File: config.mk
export PLATFORM = sky130hd
export DESIGN_NAME = prio_irq_ctrl
export DESIGN_NICKNAME = d
export VERILOG_FILES = /design/src/rtl/pic_pkg.sv /design/src/rtl/pic_cfg.sv /design/src/rtl/pic_pend.sv /design/src/rtl/pic_arb.sv /design/src/rtl/pic_isr.sv /design/src/rtl/prio_irq_ctrl.sv
export SDC_FILE = /design/constraint.sdc
export NUM_CORES = 1
export LEC_CHECK = 0
export ABC_AREA = 1
export BUFFER_PORTS_ARGS = -buffer_cell sky130_fd_sc_hd__buf_2
export CAP_MARGIN = 25
export CELL_PAD_IN_SITES_DETAIL_PLACEMENT = 1
export CELL_PAD_IN_SITES_GLOBAL_PLACEMENT = 1
export CORE_ASPECT_RATIO = 1.4
export CORE_MARGIN = 2
export CORE_UTILIZATION = 44
export CTS_BUF_LIST = sky130_fd_sc_hd__clkbuf_8
export DETAILED_ROUTE_END_ITERATION = 7
export PLACE_DENSITY_LB_ADDON = 0.3
export SYNTH_ARGS = -nofsm -noshare
export SYNTH_HDL_FRONTEND = slang
export SYNTH_SLANG_ARGS = --single-unit
File: constraint.sdc
create_clock -name clk -period 3.6 [get_ports clk]
set_clock_uncertainty 0.1 [all_clocks]
set_input_delay 0.54 -clock clk [delete_from_list [all_inputs] [get_ports clk]]
set_output_delay 0.54 -clock clk [all_outputs]
set_load 0.05 [all_outputs]
File: src/rtl/pic_pkg.sv
package pic_pkg;

  localparam int OFS_SELECT = 'h000;
  localparam int OFS_WINDOW = 'h010;
  localparam int OFS_RETIRE = 'h0B0;
  localparam int OFS_ENABLE = 'h0F0;
  localparam int OFS_INSVC  = 'h110;

  localparam int CFG_MASK_BIT  = 16;
  localparam int CFG_LEVEL_BIT = 15;
  localparam int ENABLE_BIT    = 8;

  typedef enum logic [2:0] {
    RS_NONE, RS_SELECT, RS_WINDOW, RS_RETIRE, RS_ENABLE, RS_INSVC
  } reg_sel_e;

  typedef struct packed {
    logic       ok;
    logic [4:0] line;
  } sel_dec_t;

  // Scattered select encoding: line[2:0] sits at bits 3:1, line[4:3] at bits 6:5.
  function automatic sel_dec_t decode_select(logic [7:0] v);
    sel_dec_t d;
    d.ok   = (v[7] == 1'b0) && (v[4] == 1'b0) && (v[0] == 1'b0);
    d.line = {v[6:5], v[3:1]};
    return d;
  endfunction

endpackage

File: src/rtl/pic_cfg.sv
module pic_cfg #(
  parameter int N  = 32,
  parameter int LW = 5
) (
  input  logic          clk,
  input  logic          rst,
  input  logic          wr_en,
  input  logic [LW-1:0] wr_line,
  input  logic          wr_mask,
  input  logic          wr_level,
  input  logic [LW-1:0] rd_line,
  output logic [N-1:0]  mask_o,
  output logic [N-1:0]  level_o,
  output logic          rd_mask,
  output logic          rd_level
);

  for (genvar g = 0; g < N; g++) begin : g_line
    always_ff @(posedge clk) begin
      if (rst) begin
        mask_o[g]  <= 1'b1;
        level_o[g] <= 1'b0;
      end else if (wr_en && (wr_line == LW'(g))) begin
        mask_o[g]  <= wr_mask;
        level_o[g] <= wr_level;
      end
    end
  end

  assign rd_mask  = mask_o[rd_line];
  assign rd_level = level_o[rd_line];

endmodule

File: src/rtl/pic_pend.sv
module pic_pend #(
  parameter int N = 32
) (
  input  logic         clk,
  input  logic         rst,
  input  logic [N-1:0] irq_in,
  input  logic [N-1:0] mask,
  input  logic [N-1:0] level,
  input  logic [N-1:0] insvc,
  input  logic [N-1:0] clr,
  output logic [N-1:0] pend
);

  logic [N-1:0] irq_d;

  always_ff @(posedge clk) begin
    if (rst) irq_d <= '0;
    else     irq_d <= irq_in;
  end

  for (genvar g = 0; g < N; g++) begin : g_line
    logic rise;
    assign rise = irq_in[g] & ~irq_d[g];

    always_ff @(posedge clk) begin
      if (rst) begin
        pend[g] <= 1'b0;
      end else if (level[g]) begin
        pend[g] <= irq_in[g] & ~mask[g] & ~insvc[g] & ~clr[g];
      end else begin
        pend[g] <= (pend[g] & ~clr[g]) | rise;
      end
    end
  end

endmodule

File: src/rtl/pic_arb.sv
module pic_arb #(
  parameter int N        = 32,
  parameter int LW       = 5,
  parameter int VEC_BASE = 32,
  parameter int VEC_W    = 8
) (
  input  logic             clk,
  input  logic             rst,
  input  logic [N-1:0]     pend,
  input  logic [N-1:0]     mask,
  input  logic [N-1:0]     insvc,
  input  logic             enable,
  input  logic             ack,
  output logic             req_o,
  output logic [VEC_W-1:0] vec_o,
  output logic [LW-1:0]    sel_o,
  output logic             top_ok,
  output logic [LW-1:0]    top_line
);

  logic [N-1:0]  elig;
  logic          svc_ok;
  logic [LW-1:0] svc_line;
  logic          go;

  assign elig = pend & ~mask;

  always_comb begin
    top_ok   = 1'b0;
    top_line = '0;
    svc_ok   = 1'b0;
    svc_line = '0;
    for (int i = 0; i < N; i++) begin
      if (elig[i]) begin
        top_ok   = 1'b1;
        top_line = LW'(i);
      end
      if (insvc[i]) begin
        svc_ok   = 1'b1;
        svc_line = LW'(i);
      end
    end
  end

  assign go = enable && top_ok && (!svc_ok || (top_line > svc_line));

  always_ff @(posedge clk) begin
    if (rst) begin
      req_o <= 1'b0;
      vec_o <= '0;
      sel_o <= '0;
    end else begin
      req_o <= go && !ack;
      if (go && !ack) begin
        sel_o <= top_line;
        vec_o <= VEC_W'(VEC_BASE) + VEC_W'(top_line);
      end
    end
  end

endmodule

File: src/rtl/pic_isr.sv
module pic_isr #(
  parameter int N  = 32,
  parameter int LW = 5
) (
  input  logic          clk,
  input  logic          rst,
  input  logic          set_en,
  input  logic [LW-1:0] set_line,
  input  logic          retire,
  output logic [N-1:0]  insvc
);

  logic [N-1:0] top_mask;

  always_comb begin
    top_mask = '0;
    for (int i = 0; i < N; i++) begin
      if (insvc[i]) top_mask = N'(1) << i;
    end
  end

  always_ff @(posedge clk) begin
    if (rst) begin
      insvc <= '0;
    end else begin
      insvc <= (insvc & ~(retire ? top_mask : '0)) |
               (set_en ? (N'(1) << set_line) : '0);
    end
  end

endmodule

File: src/rtl/prio_irq_ctrl.sv
module prio_irq_ctrl #(
  parameter int NUM_LINES = 32,
  parameter int VEC_BASE  = 32,
  parameter int VEC_W     = 8,
  parameter int ADDR_W    = 12,
  parameter int DATA_W    = 32
) (
  input  logic                 clk,
  input  logic                 rst,
  input  logic [NUM_LINES-1:0] irq_in,
  input  logic                 reg_wr,
  input  logic                 reg_rd,
  input  logic [ADDR_W-1:0]    reg_addr,
  input  logic [DATA_W-1:0]    reg_wdata,
  output logic [DATA_W-1:0]    reg_rdata,
  output logic                 int_req,
  output logic [VEC_W-1:0]     int_vec,
  input  logic                 int_ack
);
  import pic_pkg::*;

  localparam int LW = 5;
  localparam int N  = NUM_LINES;

  reg_sel_e      rsel;
  sel_dec_t      sdec;
  logic          sel_ok_q;
  logic [LW-1:0] sel_line_q;
  logic [7:0]    sel_raw_q;
  logic          en_q;
  logic          win_wr;
  logic          retire_fire;
  logic          ack_fire;
  logic [N-1:0]  mask, level, pend, isr_q, clr;
  logic          rd_mask, rd_level;
  logic [LW-1:0] arb_sel, top_line;
  logic          top_ok;

  always_comb begin
    if      (reg_addr == ADDR_W'(OFS_SELECT)) rsel = RS_SELECT;
    else if (reg_addr == ADDR_W'(OFS_WINDOW)) rsel = RS_WINDOW;
    else if (reg_addr == ADDR_W'(OFS_RETIRE)) rsel = RS_RETIRE;
    else if (reg_addr == ADDR_W'(OFS_ENABLE)) rsel = RS_ENABLE;
    else if (reg_addr == ADDR_W'(OFS_INSVC))  rsel = RS_INSVC;
    else                                      rsel = RS_NONE;
  end

  assign sdec = decode_select(reg_wdata[7:0]);

  always_ff @(posedge clk) begin
    if (rst) begin
      sel_ok_q   <= 1'b0;
      sel_line_q <= '0;
      sel_raw_q  <= '0;
      en_q       <= 1'b0;
    end else if (reg_wr) begin
      if (rsel == RS_SELECT) begin
        sel_raw_q  <= reg_wdata[7:0];
        sel_line_q <= sdec.line;
        sel_ok_q   <= sdec.ok && (reg_wdata[DATA_W-1:8] == '0) &&
                      (int'(sdec.line) < N);
      end
      if (rsel == RS_ENABLE) en_q <= reg_wdata[ENABLE_BIT];
    end
  end

  assign win_wr      = reg_wr && (rsel == RS_WINDOW) && sel_ok_q;
  assign retire_fire = reg_wr && (rsel == RS_RETIRE);
  assign ack_fire    = int_ack && int_req;

  // Pending clears: the acknowledged line, or the discarded line on a retire with nothing in service.
  assign clr = (ack_fire ? (N'(1) << arb_sel) : '0) |
               ((retire_fire && (isr_q == '0) && top_ok) ? (N'(1) << top_line) : '0);

  pic_cfg #(.N(N), .LW(LW)) u_cfg (
    .clk(clk), .rst(rst),
    .wr_en(win_wr), .wr_line(sel_line_q),
    .wr_mask(reg_wdata[CFG_MASK_BIT]), .wr_level(reg_wdata[CFG_LEVEL_BIT]),
    .rd_line(sel_line_q),
    .mask_o(mask), .level_o(level),
    .rd_mask(rd_mask), .rd_level(rd_level)
  );

  pic_pend #(.N(N)) u_pend (
    .clk(clk), .rst(rst),
    .irq_in(irq_in), .mask(mask), .level(level),
    .insvc(isr_q), .clr(clr), .pend(pend)
  );

  pic_arb #(.N(N), .LW(LW), .VEC_BASE(VEC_BASE), .VEC_W(VEC_W)) u_arb (
    .clk(clk), .rst(rst),
    .pend(pend), .mask(mask), .insvc(isr_q),
    .enable(en_q), .ack(ack_fire),
    .req_o(int_req), .vec_o(int_vec), .sel_o(arb_sel),
    .top_ok(top_ok), .top_line(top_line)
  );

  pic_isr #(.N(N), .LW(LW)) u_isr (
    .clk(clk), .rst(rst),
    .set_en(ack_fire), .set_line(arb_sel),
    .retire(retire_fire), .insvc(isr_q)
  );

  always_ff @(posedge clk) begin
    if (rst) begin
      reg_rdata <= '0;
    end else if (reg_rd) begin
      unique case (rsel)
        RS_SELECT: reg_rdata <= DATA_W'(sel_raw_q);
        RS_WINDOW: reg_rdata <= sel_ok_q ?
                                ((DATA_W'(rd_mask) << CFG_MASK_BIT) |
                                 (DATA_W'(rd_level) << CFG_LEVEL_BIT)) : '0;
        RS_ENABLE: reg_rdata <= DATA_W'(en_q) << ENABLE_BIT;
        RS_INSVC:  reg_rdata <= DATA_W'(isr_q);
        default:   reg_rdata <= '0;
      endcase
    end
  end

endmodule

==> flow_summary.json <==
{
  "status": "completed",
  "instances_no_fill": 1930,
  "slew_violations": 0,
  "power_frac_clock": 0.487,
  "initial_core_util": 0.4506,
  "worstReg2RegEnd": "u_arb.vec_o[4]",
  "ant_nets": 0,
  "worstMarginPinSlew_ns": 0.9891,
  "first_pass_iters": 5,
  "top_usage_layer": "met2",
  "power_w": 0.005163,
  "ios": 122,
  "post-place-cells": 1865,
  "cts_buffers": 35,
  "syn-cell-area_mm2": 0.01019,
  "cts_sinks": 209,
  "htree_levels": 2,
  "die_area_mm2": 0.02441,
  "critPathSlowestCell": "dfxtp_2",
  "synth_top_area_share": 0.4107,
  "p_comb_frac": 0.048,
  "reg2reg_slack_ns": 0.11,
  "start_kind": "flip-flop",
  "p_leak_nw": 5.835,
  "finalHoldViolations": 0,
  "r2r_cells": 31,
  "ys_ff_latch": 209,
  "rr_startpoint": "u_isr.insvc[2]",
  "cts_tree": "built",
  "coreArea_mm2": 0.02261,
  "wl_per_cell_um": 21.50,
  "yosysSeqAreaShare": 0.4107,
  "critical_path.max_stage_delay_ns": 0.33,
  "hold_end": "u_pend.irq_d[30]",
  "power.density_mw_per_mm2": 421.2,
  "p_sw_frac": 0.2338,
  "fin_ws_ns": 0.1113,
  "layout-drive-gt1-share": 0.1719,
  "first_iter_violations": 809,
  "synthCells": 1455,
  "path_max_fanout": 6,
  "yosysTopAreaCell": "dfxtp_1",
  "vias": 11161,
  "finalCritPeriodShare": 0.9691,
  "hold_depth": 3,
  "grt_pass1_vias": 11294,
  "avgSynthCellArea_um2": 7.002,
  "cpMostUsedCell": "nor2_1",
  "clkTransAtPathRegs_ns": 0.07,
  "die_w_um": 132.6,
  "synthDistinctLibCells": 47,
  "met1_usage": 0.3967,
  "hp-start": "irq_in[30]",
  "slew_headroom": 0.3382,
  "hold_path_class": "input port to flip-flop",
  "cts-root-buf": "clkbuf_8",
  "yosys-top-cells-count": "nand2_1, dfxtp_1, inv_1",
  "hpwlAfterDp_um": 31320,
  "switching_power_w": 0.001207,
  "end_kind": "flip-flop",
  "fill_cells": 2978,
  "finalSetupViolCount": 0,
  "min_period_ns": 3.489,
  "fmax_mhz": 286.6,
  "p_int_w": 0.003956,
  "layout.nets": 1690,
  "grtUsageMet3": 0.03888,
  "drc": 0,
  "met2_usage": 0.5797,
  "yosysMostFrequentCell": "nand2_1",
  "synth.area.top_cells": "dfxtp_1, nand2_1, inv_1",
  "track_usage": 0.3340,
  "whs_ns": 0.1390,
  "clockBufferDepth": 3,
  "max-vdd-ir-drop_uv": 283.4,
  "rows": 65,
  "rsz0062_at_grt": "true",
  "gp_congestion": 0.9648,
  "routed_wirelength_um": 41490,
  "synth_edf_count": 0,
  "path_class": "flip-flop to flip-flop",
  "crit_required_ns": 3.92,
  "die_y_um": 184.1,
  "insertedDiodeCount": 0,
  "grt_pass1_wl_um": 63050,
  "syn2layout_area_growth_pct": 20.30,
  "p_seq_frac": 0.464,
  "postCtsHoldBufs": 0,
  "yosys_warnings": 0,
  "max_cap_violations": 0,
  "pre_cts_ws_ns": -0.1456,
  "grt_max_degree": 59,
  "grt_overflow": 0,
  "arrival_ns": 3.81,
  "clock_latency_ns": 0.55,
  "vias_per_cell": 5.783,
  "synthArstFlopShare": 0,
  "portBuffers": 119,
  "antenna_found_initial": 0,
  "synth_flop_cell": "dfxtp_1"
}
worst max-delay path: cells and delay by family, from the launching register on:
kind	cells	cell delay, ns
compound gates	11	1.19
fa+ha+maj	1	0.17
buf+inv	2	0.20
flops	1	0.33
simple gates	17	1.39
worst max path at each step:
| stage | from | end | slack, ns |
|---|---|---|---|
| 4_1_cts | u_isr.insvc[2] | u_arb.sel_o[0] | 0.04 |
| 6_report | u_isr.insvc[2] | u_arb.vec_o[4] | 0.11 |
| 2_1_floorplan | u_isr.insvc[2] | u_arb.sel_o[2] | 0.38 |
| 3_5_place_dp | u_isr.insvc[2] | u_arb.sel_o[3] | -0.15 |
| 3_3_place_gp | u_isr.insvc[2] | u_arb.sel_o[0] | -0.02 |
| 5_1_grt | u_isr.insvc[2] | u_arb.sel_o[0] | -0.29 |
power groups by stage:
stage	clock [W]	sequential [W]	combinational [W]
3_5_place_dp	0	0.00244	0.000247
4_1_cts	0.00254	0.00239	0.000250
6_report	0.00252	0.00240	0.000250
5_1_grt	0.00263	0.00240	0.000280
3_3_place_gp	0	0.00244	0.000237
2_1_floorplan	0	0.00244	0.000150
cell families (layout without fill, tap and decap cells):
logic type,count (synthesis),count (layout),share of synthesized area
AO/OA/AOI/OAI,320,320,0.1950
adder cells (fa/ha/maj),5,5,0.006140
AND/OR/NAND/NOR,662,662,0.2815
other,1,2,0.0003681
flip-flops,209,209,0.4107
buffers and inverters,242,415,0.09063
multiplexers,16,16,0.01572
registers in the layout, indices dropped and copies added, names as in the netlist, 32 cells and up:
name / count
reg_rdata: 32
u_cfg.level_o: 32
u_cfg.mask_o: 32
u_isr.insvc: 32
u_pend.irq_d: 32
u_pend.pend: 32
what timing repair did:
item / CTS / global route
setup buffers: 0 / 2
pin swaps: 4 / 5
cloned: 1 / 0
gates resized for setup: 10 / 19
endpoints found under the setup margin: 6 / 7
metal layers:
layer  wire (µm)  part of all wire
met2       20030              0.48
met3        2234             0.054
met5           0                 0
met1       16590              0.40
met4        2631             0.063
cell usage in the layout (no fill, tap or decap), drive strengths merged, types with 4 or more instances in the layout:
cell type  instances
nand2            350
dfxtp            209
inv              182
buf              170
nor2             150
nand3            116
a21oi            110
o21ai             70
clkbuf            49
o211ai            32
o41ai             32
o22ai             28
mux2i             16
nand4             15
nor4              14
nor3              14
o31ai             11
clkinv            10
o21bai             9
o32ai              8
a221oi             7
ha                 5
a31oi              4
bufinv             4
cell type report:
class,count,area (µm²),share of cell area
timing repair buffer,170,998.5,0.08146
clock buffer,49,674.4,0.05502
multi-input combinational,1005,5169,0.4217
inverter,183,688.2,0.05615
tap,301,376.6,0.03073
clock inverter,13,161.4,0.01317
sequential,209,4189,0.3418
through the flow:
step,TNS (ns),util,area [µm²]
2_1_floorplan,0,-,10190
3_3_place_gp,-0.02381,0.4999,11300
3_5_place_dp,-0.6432,0.4999,11300
4_1_cts,0,0.5382,12170
5_1_grt,-1.774,0.5421,12260
6_report,0,0.5421,12260
Note: power is estimated with default switching activity, not from simulation.
